`src/rtl/lsu_pkg.sv`:
```
`timescale 1ns/1ps
package lsu_pkg;

    localparam logic [3:0] K_LDW   = 4'd0;
    localparam logic [3:0] K_LDUB  = 4'd1;
    localparam logic [3:0] K_LDUH  = 4'd2;
    localparam logic [3:0] K_LDSB  = 4'd3;
    localparam logic [3:0] K_LDSH  = 4'd4;
    localparam logic [3:0] K_STW   = 4'd5;
    localparam logic [3:0] K_STB   = 4'd6;
    localparam logic [3:0] K_STH   = 4'd7;
    localparam logic [3:0] K_LDLIT = 4'd8;

    typedef enum logic [1:0] {
        SZ_BYTE = 2'd0,
        SZ_HALF = 2'd1,
        SZ_WORD = 2'd2
    } acc_size_e;

    function automatic logic kind_is_load(input logic [3:0] k);
        return (k <= K_LDSH) || (k == K_LDLIT);
    endfunction

    function automatic logic kind_is_store(input logic [3:0] k);
        return (k >= K_STW) && (k <= K_STH);
    endfunction

    function automatic logic kind_known(input logic [3:0] k);
        return k <= K_LDLIT;
    endfunction

    function automatic acc_size_e kind_size(input logic [3:0] k);
        acc_size_e s;
        unique case (k)
            K_LDUB, K_LDSB, K_STB: s = SZ_BYTE;
            K_LDUH, K_LDSH, K_STH: s = SZ_HALF;
            default:               s = SZ_WORD;
        endcase
        return s;
    endfunction

endpackage

```
`src/rtl/lsu_agen.sv`:
```
`timescale 1ns/1ps
module lsu_agen import lsu_pkg::*; #(
    parameter int ADDR_W = 32,
    parameter int OFF_W  = 8
) (
    input  logic [3:0]        kind,
    input  logic [ADDR_W-1:0] base,
    input  logic [ADDR_W-1:0] index,
    input  logic [ADDR_W-1:0] pc,
    input  logic [OFF_W-1:0]  words,
    output logic [ADDR_W-1:0] addr,
    output acc_size_e         size,
    output logic              misaligned
);
    localparam int PAD_W = ADDR_W - OFF_W - 2;

    logic [ADDR_W-1:0] pc_word;
    logic [ADDR_W-1:0] lit_bytes;

    always_comb begin
        pc_word   = pc & ~ADDR_W'(3);
        lit_bytes = {{PAD_W{1'b0}}, words, 2'b00};
        size      = kind_size(kind);
        if (kind == K_LDLIT) begin
            addr = pc_word + lit_bytes;
        end else begin
            addr = base + index;
        end
        unique case (size)
            SZ_HALF: misaligned = addr[0];
            SZ_WORD: misaligned = |addr[1:0];
            default: misaligned = 1'b0;
        endcase
    end
endmodule

```
`src/rtl/lsu_store_steer.sv`:
```
`timescale 1ns/1ps
module lsu_store_steer import lsu_pkg::*; #(
    parameter int DATA_W = 32
) (
    input  acc_size_e          size,
    input  logic [1:0]         addr_lo,
    input  logic [DATA_W-1:0]  data,
    output logic [DATA_W/8-1:0] be,
    output logic [DATA_W-1:0]  wdata
);
    localparam int LANES = DATA_W / 8;

    for (genvar i = 0; i < LANES; i++) begin : g_lane
        localparam logic [1:0] LANE_ID = 2'(i);
        always_comb begin
            unique case (size)
                SZ_BYTE: begin
                    be[i]          = (addr_lo == LANE_ID);
                    wdata[8*i +: 8] = data[7:0];
                end
                SZ_HALF: begin
                    be[i]          = (addr_lo[1] == LANE_ID[1]);
                    wdata[8*i +: 8] = data[8*(i%2) +: 8];
                end
                default: begin
                    be[i]          = 1'b1;
                    wdata[8*i +: 8] = data[8*i +: 8];
                end
            endcase
        end
    end
endmodule

```
`src/rtl/lsu_load_extract.sv`:
```
`timescale 1ns/1ps
module lsu_load_extract import lsu_pkg::*; #(
    parameter int DATA_W = 32
) (
    input  logic [3:0]        kind,
    input  logic [1:0]        off,
    input  logic [DATA_W-1:0] rdata,
    output logic [DATA_W-1:0] result
);
    logic [DATA_W-1:0] shifted;
    logic [7:0]        byte_v;
    logic [15:0]       half_v;

    always_comb begin
        shifted = rdata >> {off, 3'b000};
        byte_v  = shifted[7:0];
        half_v  = off[1] ? rdata[31:16] : rdata[15:0];
        unique case (kind)
            K_LDUB:  result = {{(DATA_W-8){1'b0}}, byte_v};
            K_LDSB:  result = {{(DATA_W-8){byte_v[7]}}, byte_v};
            K_LDUH:  result = {{(DATA_W-16){1'b0}}, half_v};
            K_LDSH:  result = {{(DATA_W-16){half_v[15]}}, half_v};
            default: result = rdata;
        endcase
    end
endmodule

```
`src/rtl/lsu_align.sv`:
```
`timescale 1ns/1ps
module lsu_align import lsu_pkg::*; #(
    parameter int ADDR_W = 32,
    parameter int OFF_W  = 8,
    parameter int IDX_W  = 3
) (
    input  logic              clk,
    input  logic              rst_n,
    input  logic              req_valid,
    input  logic [3:0]        req_kind,
    input  logic [IDX_W-1:0]  req_rt,
    input  logic [ADDR_W-1:0] opnd_base,
    input  logic [ADDR_W-1:0] opnd_index,
    input  logic [ADDR_W-1:0] pc_now,
    input  logic [OFF_W-1:0]  lit_words,
    input  logic [31:0]       store_val,
    output logic              mem_req,
    output logic              mem_we,
    output logic [3:0]        mem_be,
    output logic [ADDR_W-1:0] mem_addr,
    output logic [31:0]       mem_wdata,
    input  logic [31:0]       mem_rdata,
    output logic              ld_valid,
    output logic [31:0]       ld_data,
    output logic [IDX_W-1:0]  ld_rt,
    output logic              align_fault
);
    localparam int DATA_W = 32;
    localparam int LANES  = DATA_W / 8;

    typedef enum logic {S_IDLE, S_RESP} fsm_e;

    fsm_e              state_q, state_d;
    logic [ADDR_W-1:0] ea;
    acc_size_e         size;
    logic              mis;
    logic [LANES-1:0]  steer_be;
    logic [DATA_W-1:0] steer_data;
    logic              known, accept, accept_load;
    logic [3:0]        pend_kind_q;
    logic [1:0]        pend_off_q;
    logic [IDX_W-1:0]  pend_rt_q;

    lsu_agen #(.ADDR_W(ADDR_W), .OFF_W(OFF_W)) u_agen (
        .kind(req_kind), .base(opnd_base), .index(opnd_index),
        .pc(pc_now), .words(lit_words),
        .addr(ea), .size(size), .misaligned(mis)
    );

    lsu_store_steer #(.DATA_W(DATA_W)) u_steer (
        .size(size), .addr_lo(ea[1:0]), .data(store_val),
        .be(steer_be), .wdata(steer_data)
    );

    lsu_load_extract #(.DATA_W(DATA_W)) u_extract (
        .kind(pend_kind_q), .off(pend_off_q), .rdata(mem_rdata),
        .result(ld_data)
    );

    always_comb begin
        known       = kind_known(req_kind);
        accept      = req_valid && known && !mis;
        accept_load = accept && kind_is_load(req_kind);
    end

    // State register
    always_ff @(posedge clk or negedge rst_n) begin
        if (!rst_n) state_q <= S_IDLE;
        else        state_q <= state_d;
    end

    // Request capture for the result cycle
    always_ff @(posedge clk or negedge rst_n) begin
        if (!rst_n) begin
            pend_kind_q <= K_LDW;
            pend_off_q  <= 2'b00;
            pend_rt_q   <= '0;
        end else if (accept_load) begin
            pend_kind_q <= req_kind;
            pend_off_q  <= ea[1:0];
            pend_rt_q   <= req_rt;
        end
    end

    // Next state: ISSUE, CHAIN, DONE, REST
    always_comb begin
        state_d = state_q;
        unique case (state_q)
            S_IDLE:  state_d = accept_load ? S_RESP : S_IDLE;
            S_RESP:  state_d = accept_load ? S_RESP : S_IDLE;
            default: state_d = S_IDLE;
        endcase
    end

    // Outputs
    always_comb begin
        mem_req     = accept;
        mem_we      = accept && kind_is_store(req_kind);
        mem_be      = accept ? steer_be : '0;
        mem_addr    = ea;
        mem_wdata   = steer_data;
        align_fault = req_valid && known && mis;
        ld_valid    = (state_q == S_RESP);
        ld_rt       = pend_rt_q;
    end

    AST_LIT_ALIGNED: assert property (@(posedge clk) disable iff (!rst_n)
        (req_valid && req_kind == K_LDLIT) |-> (mem_req && !mem_we && mem_addr[1:0] == 2'b00)) else $error("literal");
    AST_FAULT_BLOCKS: assert property (@(posedge clk) disable iff (!rst_n)
        align_fault |-> (!mem_req && !mem_we)) else $error("fault");
    AST_STORE_LANES: assert property (@(posedge clk) disable iff (!rst_n)
        mem_we |-> ($countones(mem_be) == 1 || mem_be == 4'b0011 || mem_be == 4'b1100 || mem_be == 4'b1111)) else $error("lanes");
    AST_RESULT_NEXT: assert property (@(posedge clk) disable iff (!rst_n)
        (mem_req && !mem_we) |=> ld_valid) else $error("result late");
    AST_NO_STRAY_RESULT: assert property (@(posedge clk) disable iff (!rst_n)
        ld_valid |-> $past(mem_req && !mem_we)) else $error("stray result");
    AST_UNKNOWN_IDLE: assert property (@(posedge clk) disable iff (!rst_n)
        (!req_valid || req_kind > K_LDLIT) |-> (!mem_req && !align_fault)) else $error("unknown");
endmodule

```
`config.mk`:
```
export PLATFORM = sky130hd
export DESIGN_NAME = lsu_align
export DESIGN_NICKNAME = d
export VERILOG_FILES = /design/src/rtl/lsu_pkg.sv /design/src/rtl/lsu_agen.sv /design/src/rtl/lsu_store_steer.sv /design/src/rtl/lsu_load_extract.sv /design/src/rtl/lsu_align.sv
export SDC_FILE = /design/constraint.sdc
export NUM_CORES = 1
export LEC_CHECK = 0
export ABC_AREA = 1
export BUFFER_PORTS_ARGS = -buffer_cell sky130_fd_sc_hd__clkbuf_2
export CORE_MARGIN = 3
export CORE_UTILIZATION = 25
export CTS_CLUSTER_SIZE = 28
export DETAILED_ROUTE_END_ITERATION = 10
export PLACE_DENSITY_LB_ADDON = 0.1
export SETUP_SLACK_MARGIN = 0.02
export SKIP_CTS_REPAIR_TIMING = 1
export SLEW_MARGIN = 5
export SYNTH_ARGS = -nofsm -noshare
export SYNTH_HDL_FRONTEND = slang
export SYNTH_SLANG_ARGS = --single-unit
export TNS_END_PERCENT = 5
```
`constraint.sdc`:
```
create_clock -name clk -period 5.6 [get_ports clk]
set_input_delay 1.12 -clock clk [delete_from_list [all_inputs] [get_ports clk]]
set_output_delay 1.12 -clock clk [all_outputs]
set_load 0.03 [all_outputs]
```
# Word-level counts from Yosys, hierarchy flattened
# Index checks and enable logic that the tools add are counted.
[word_totals]
inputBits = 178
reg_bits = 10
[op_classes]
n_eq_ne = 16
add_sub_neg = 2
magnitude_cmp = 4
n_bitwise = 1
n_shift = 1
reduce_logical = 14
n_mux = 14
[ops]
columns = ["operator", "count"]
rows = [
  ["case mux 32 bit (4 select lines)", 1],
  ["adder 32 x 10 -> 32 bit", 1],
  ["adder 32 bit", 1],
  ["2-to-1 mux 32 bit", 1],
  [">> shifter 32 x 5 -> 8 bit", 1],
  ["== test 4 x 2 -> 1 bit (second input constant)", 4],
  ["== test 4 x 3 -> 1 bit (second input constant)", 4],
  ["2-to-1 mux 16 bit", 1],
  ["2-to-1 mux 8 bit", 2],
  ["case mux 8 bit (2 select lines)", 1],
  ["case mux 1 bit (2 select lines)", 5],
  ["== test 4 x 1 -> 1 bit (second input constant)", 2],
  ["less-or-equal comparator 4 x 3 -> 1 bit (second input constant)", 2],
  ["== test 2 bit (second input constant)", 3],
  ["logical AND 1 bit", 6],
  ["OR reduction 3 bit", 2],
  ["== test 2 x 1 -> 1 bit (second input constant)", 2],
  ["== test 4 bit (second input constant)", 1],
  [">= comparator 4 x 3 -> 1 bit (second input constant)", 1],
  ["less-or-equal comparator 4 bit (second input constant)", 1],
  ["zero test 2 bit", 2],
  ["2-to-1 mux 4 bit", 1],
  ["case mux 2 bit (2 select lines)", 1],
  ["OR reduction 2 bit", 2],
  ["other kinds (4)", 4],
]

# Logic depth before layout (Yosys ltp)
[depth]
word_depth = 9
mapped_depth = 13
depth_no_buf = 13

# By module
# From an unflattened synthesis, not the netlist that was laid out.
[hier_totals]
hier_cells = 1230
hier_area_um2 = 6308.6
[by_module_without_submodules]
columns = ["module", "cells_per_inst", "area_per_inst_um2", "seq_area_each_um2", "instances"]
rows = [
  ["lsu_agen", 827, 3931.3, 0.0, 1],
  ["lsu_load_extract", 241, 1286.2, 0.0, 1],
  ["lsu_store_steer", 98, 559.3, 0.0, 1],
  ["lsu_align", 64, 531.8, 250.2, 1],
]

# Least setup slack after synthesis
# OpenSTA, ideal clock, no wires.
[synth_timing]
path_kind = "input to output"
startpoint = "in opnd_base[0]"
endpoint = "out mem_addr[14]"
arrival_time_ns = 2.894
path_slack_ns = 1.586
cell_stages = 8
required_time_ns = 4.480
cell_sequence = "ha_1 fa_1 nand2_1 nand3_1 nand2_1 nand2_1 xnor2_1 o21ai_0"
[synth_between]
elab_chain_cells = 2
[synth_lines]
columns = ["element", "line_no", "text"]
rows = [
  ["start: declaration", "lsu_align.sv:12", "input logic [ADDR_W-1:0] opnd_base,"],
  ["adder 32 bit", "lsu_agen.sv:27", "addr = base + index;"],
  ["2-to-1 mux 32 bit", "lsu_agen.sv:24", "if (kind == K_LDLIT) begin"],
  ["end: declaration", "lsu_align.sv:20", "output logic [ADDR_W-1:0] mem_addr,"],
]
# Every way passes these cells.

# Worst setup path in the final report
[layout_timing]
startpoint = "in req_kind[1]"
endpoint = "out mem_addr[17]"
[layout_between]
elab_chain_cells = 2
[layout_lines]
columns = ["element", "line_no", "text"]
rows = [
  ["start: declaration", "lsu_align.sv:10", "input logic [3:0] req_kind,"],
  ["== test 4 bit", "lsu_agen.sv:24", ""],
  ["2-to-1 mux 32 bit", "lsu_agen.sv:24", ""],
]
# Every way passes these cells.

==> impl_metrics.yaml <==
outcome:
  outcome: "completed"
detailed_routing:
  routed_wl_um: 22600
  drtPass1Iterations: 5
  vias_per_cell: 4.54
  route.detailed.wl_per_inst_um: 13.7
  drcViolationCount: 0
  drt-initial-drc-count: 361
  route.vias.total: 7499
  drtAntennaViolNets: 0
global_route:
  global_route.usage.total_pct: 18.0
  grt_pass1_wl_um: 35600
  grt.overflow.total: 0
  grt_start_max_net_pins: 29
  grt_antenna_before_repair: 0
  first_global_vias: 6815
yosys:
  synth-compound-area-share_pct: 14.8
  top_post_synthesis_cells_by_area: "sky130_fd_sc_hd__nand2_1, sky130_fd_sc_hd__inv_1, sky130_fd_sc_hd__ha_1"
  ys_async_sr_fraction_pct: 100
  yosys_register_bits: 10
  synthSimpleGateAreaFrac_pct: 53.7
  synth_fp_nets: 1332
  synth_top_flop_cell: "sky130_fd_sc_hd__dfrtp_1"
  synthDistinctLibCells: 37
  synth.mux.area_fraction_pct: 0
  mappedNetlistArea_um2: 5420
  synth.yosys.warnings: 0
  postSynthCellCount: 1113
  synth-xor-area-share_pct: 1.62
  synth_enable_flop_cells: 0
  synth_top_family_by_area: "simple AND/OR/NAND/NOR gates"
  ys_seq_area_share_pct: 4.61
  synth_area_leader_cell: "sky130_fd_sc_hd__nand2_1"
  yosys.area_share.adder_pct: 9.74
  syn_area_per_cell_um2: 4.87
  yosysTopAreaCellShare_pct: 31.6
worst_setup_path:
  crit_path_cell_trace: "clkbuf_2 -> nor2_4 -> nand3_4 -> inv_1 -> buf_4 -> nand3_1 -> o21ai_0 -> clkbuf_2"
  path_max_fanout: 28
  worst-r2r-setup-slack_ns: 4.77
  reg2reg_depth: 2
  critical_path.reg2reg.startpoint: "pend_off_q[1]"
  critPathLaunch: "req_kind[1]"
  cp-start-kind: "input port"
  criticalPathCategory: "input port to output port"
  worst-path-buf-inv: 4
  worst_path_dominant_cell_family: "buffers and inverters"
  endpoint_kind: "output port"
  regToRegEndpoint: "pend_off_q[1]"
  timing.critical_path.arrival_ns: 3.25
  critical-path-slowest-cell: "sky130_fd_sc_hd__inv_1"
  cp_slowest_stage_delay_ns: 0.55
  critPathMostFrequentCell: "sky130_fd_sc_hd__clkbuf_2"
  required_ns: 4.48
cts:
  root_buf_cell: "sky130_fd_sc_hd__clkbuf_16"
  cts_tree: "done"
  cts.htree.levels: 1
  clock_latency_ns: 0.23
  cts_buffers: 3
  clkSlewWorstSetupHoldPaths_ns: 0.04
  cts_max_path_buffers: 2
  numClockSinks: 10
sta:
  worst-slew-pin-transition_ns: 0.712
  fmax_mhz: 229
  worst_relative_slew_slack_pct: 52.5
  unrepaired_setup_endpoints_after_global_routing: "false"
  setup_viol: 0
  min_period_ns: 4.37
  setup_tns_ns: 0
  final.setup_skew_ns: 0
  period_share_pct: 78.1
  timing.final.hold_violations: 0
  final-max-slew-violation-count: 0
final_layout:
  fin_area_um2: 7140
  fin_nets: 1596
  insertedDiodeCount: 0
  share_of_layout_cells_above_drive_strength_1_pct: 23.2
  finalCoreUtilization_pct: 33.8
  post_layout_nonfiller_instances: 1651
  area_growth_syn_to_layout_pct: 31.7
pwr:
  fin_total_pwr_w: 0.00163
  vdd_ir_drop_max_uv: 123
  p_leak_nw: 4.50
  p_per_area_nw_per_um2: 229
place:
  dp.cells: 1647
  postPlaceCellArea_um2: 7050
  gpl.final_weighted_congestion: 0.855
  port-buffer-count: 282
  dpl.hpwl_um: 19900
job:
  timing.max_cap.violations: 0
die:
  initial_utilization_pct: 25.6
  io_pins: 285
  floorplan.die.width_um: 153
  number_of_placement_rows: 53
  coreArea_um2: 21200
  die_area_um2: 23500
  die_height_um: 153
hold_path:
  worst_hold_path.num_cells: 2
  holdCritPathClass: "flop to flop"
  hold_path.startpoint: "ld_rt[0]"
  min_to: "ld_rt[0]"
area by class of cell:
cell class                      instances  area [µm²]
Clock buffer                            4        88.8
Fill cell                            2564       14000
Inverter                              184         691
Multi-Input combinational cell        893        4330
Sequential cell                        10         250
Tap cell                              275         344
Timing Repair Buffer                  285        1430
cell usage in the layout, fill, tap and decap left out, types with 3 or more instances in the layout:
cell,n
sky130_fd_sc_hd__dfrtp_1,10
sky130_fd_sc_hd__o31ai_1,6
sky130_fd_sc_hd__clkbuf_16,3
sky130_fd_sc_hd__nand4_1,10
sky130_fd_sc_hd__buf_4,3
sky130_fd_sc_hd__nand2_2,6
sky130_fd_sc_hd__a21oi_1,52
sky130_fd_sc_hd__o211ai_1,11
sky130_fd_sc_hd__o21ai_0,56
sky130_fd_sc_hd__xnor2_1,6
sky130_fd_sc_hd__o21bai_1,6
sky130_fd_sc_hd__nand3b_1,9
sky130_fd_sc_hd__ha_1,39
sky130_fd_sc_hd__o21ai_1,3
sky130_fd_sc_hd__nor3_1,13
sky130_fd_sc_hd__nand3_1,95
sky130_fd_sc_hd__nor2_2,3
sky130_fd_sc_hd__inv_1,180
sky130_fd_sc_hd__nor2_1,84
sky130_fd_sc_hd__clkbuf_2,282
sky130_fd_sc_hd__a31oi_1,7
sky130_fd_sc_hd__xor2_1,4
sky130_fd_sc_hd__or2_2,13
sky130_fd_sc_hd__nand2_1,456
per-stage QoR:
step	setup WS [ns]	hold slack (ns)
floorplan	1.59	0.442
global placement	1.19	0.457
detailed placement	1.17	0.466
CTS	1.16	0.474
global route	1.00	0.514
finish	1.23	0.472
logic make-up (layout without fill, tap and decap cells):
| family | Yosys count | count (layout) |
|---|---|---|
| AND/OR/NAND/NOR | 697 | 697 |
| buffers and inverters | 210 | 473 |
| AO/OA/AOI/OAI | 145 | 145 |
| adder cells (fa/ha/maj) | 41 | 41 |
| XOR/XNOR | 10 | 10 |
| flip-flops | 10 | 10 |
synth_stat cells (2+ instances only):
cell type	n
sky130_fd_sc_hd__buf_4	9
sky130_fd_sc_hd__nor3b_1	2
sky130_fd_sc_hd__fa_1	2
sky130_fd_sc_hd__nand3_1	95
sky130_fd_sc_hd__a21oi_1	52
sky130_fd_sc_hd__nand3b_1	9
sky130_fd_sc_hd__nand4_1	10
sky130_fd_sc_hd__o21bai_1	6
sky130_fd_sc_hd__o31ai_1	6
sky130_fd_sc_hd__inv_2	2
sky130_fd_sc_hd__or2_2	13
sky130_fd_sc_hd__nor3_1	13
sky130_fd_sc_hd__inv_1	180
sky130_fd_sc_hd__nand2_2	6
sky130_fd_sc_hd__xor2_1	4
sky130_fd_sc_hd__ha_1	39
sky130_fd_sc_hd__o211ai_1	11
sky130_fd_sc_hd__and2_1	2
sky130_fd_sc_hd__a31oi_1	7
sky130_fd_sc_hd__xnor2_1	6
sky130_fd_sc_hd__dfrtp_1	10
sky130_fd_sc_hd__o21ai_0	56
sky130_fd_sc_hd__clkinv_1	2
sky130_fd_sc_hd__nor2_2	3
sky130_fd_sc_hd__nor2_1	84
sky130_fd_sc_hd__nor2_4	2
sky130_fd_sc_hd__buf_2	8
sky130_fd_sc_hd__o21ai_1	3
sky130_fd_sc_hd__nand2_1	456
sky130_fd_sc_hd__clkbuf_1	8
worst register-to-register path: stages (launching register included):
cell,delay (ns)
sky130_fd_sc_hd__dfrtp_1,0.60
sky130_fd_sc_hd__nand2_1,0.10
sky130_fd_sc_hd__nand2_1,0.06
power by group:
part           switching (W)  total [W]  internal [W]
clock network      0.0000337   0.000141      0.000107
logic               0.000986    0.00138      0.000390
registers          0.0000228   0.000116     0.0000932
state kept, by name (all words and copies together) (netlist names):
| name | cells |
|---|---|
| ld_rt | 3 |
| ld_valid | 1 |
| pend_kind_q | 4 |
| pend_off_q | 2 |
worst max path at each step:
stage,end,cells after the start
finish,mem_addr[17],8
global route,mem_addr[17],8
CTS,mem_addr[17],8
detailed placement,mem_addr[17],8
global placement,mem_addr[17],8
floorplan,mem_addr[14],8
routing by layer:
| metal | global-route usage (%) | up-vias | part of all wire, % |
|---|---|---|---|
| li1 | - | 4027 | - |
| met1 | 24.4 | 3242 | 46 |
| met2 | 32.4 | 226 | 48 |
| met3 | 1.98 | 4 | 5.9 |
| met4 | 1.10 | 0 | 0.25 |
| met5 | 0 | - | 0 |
(Power assumes the default switching activity.)
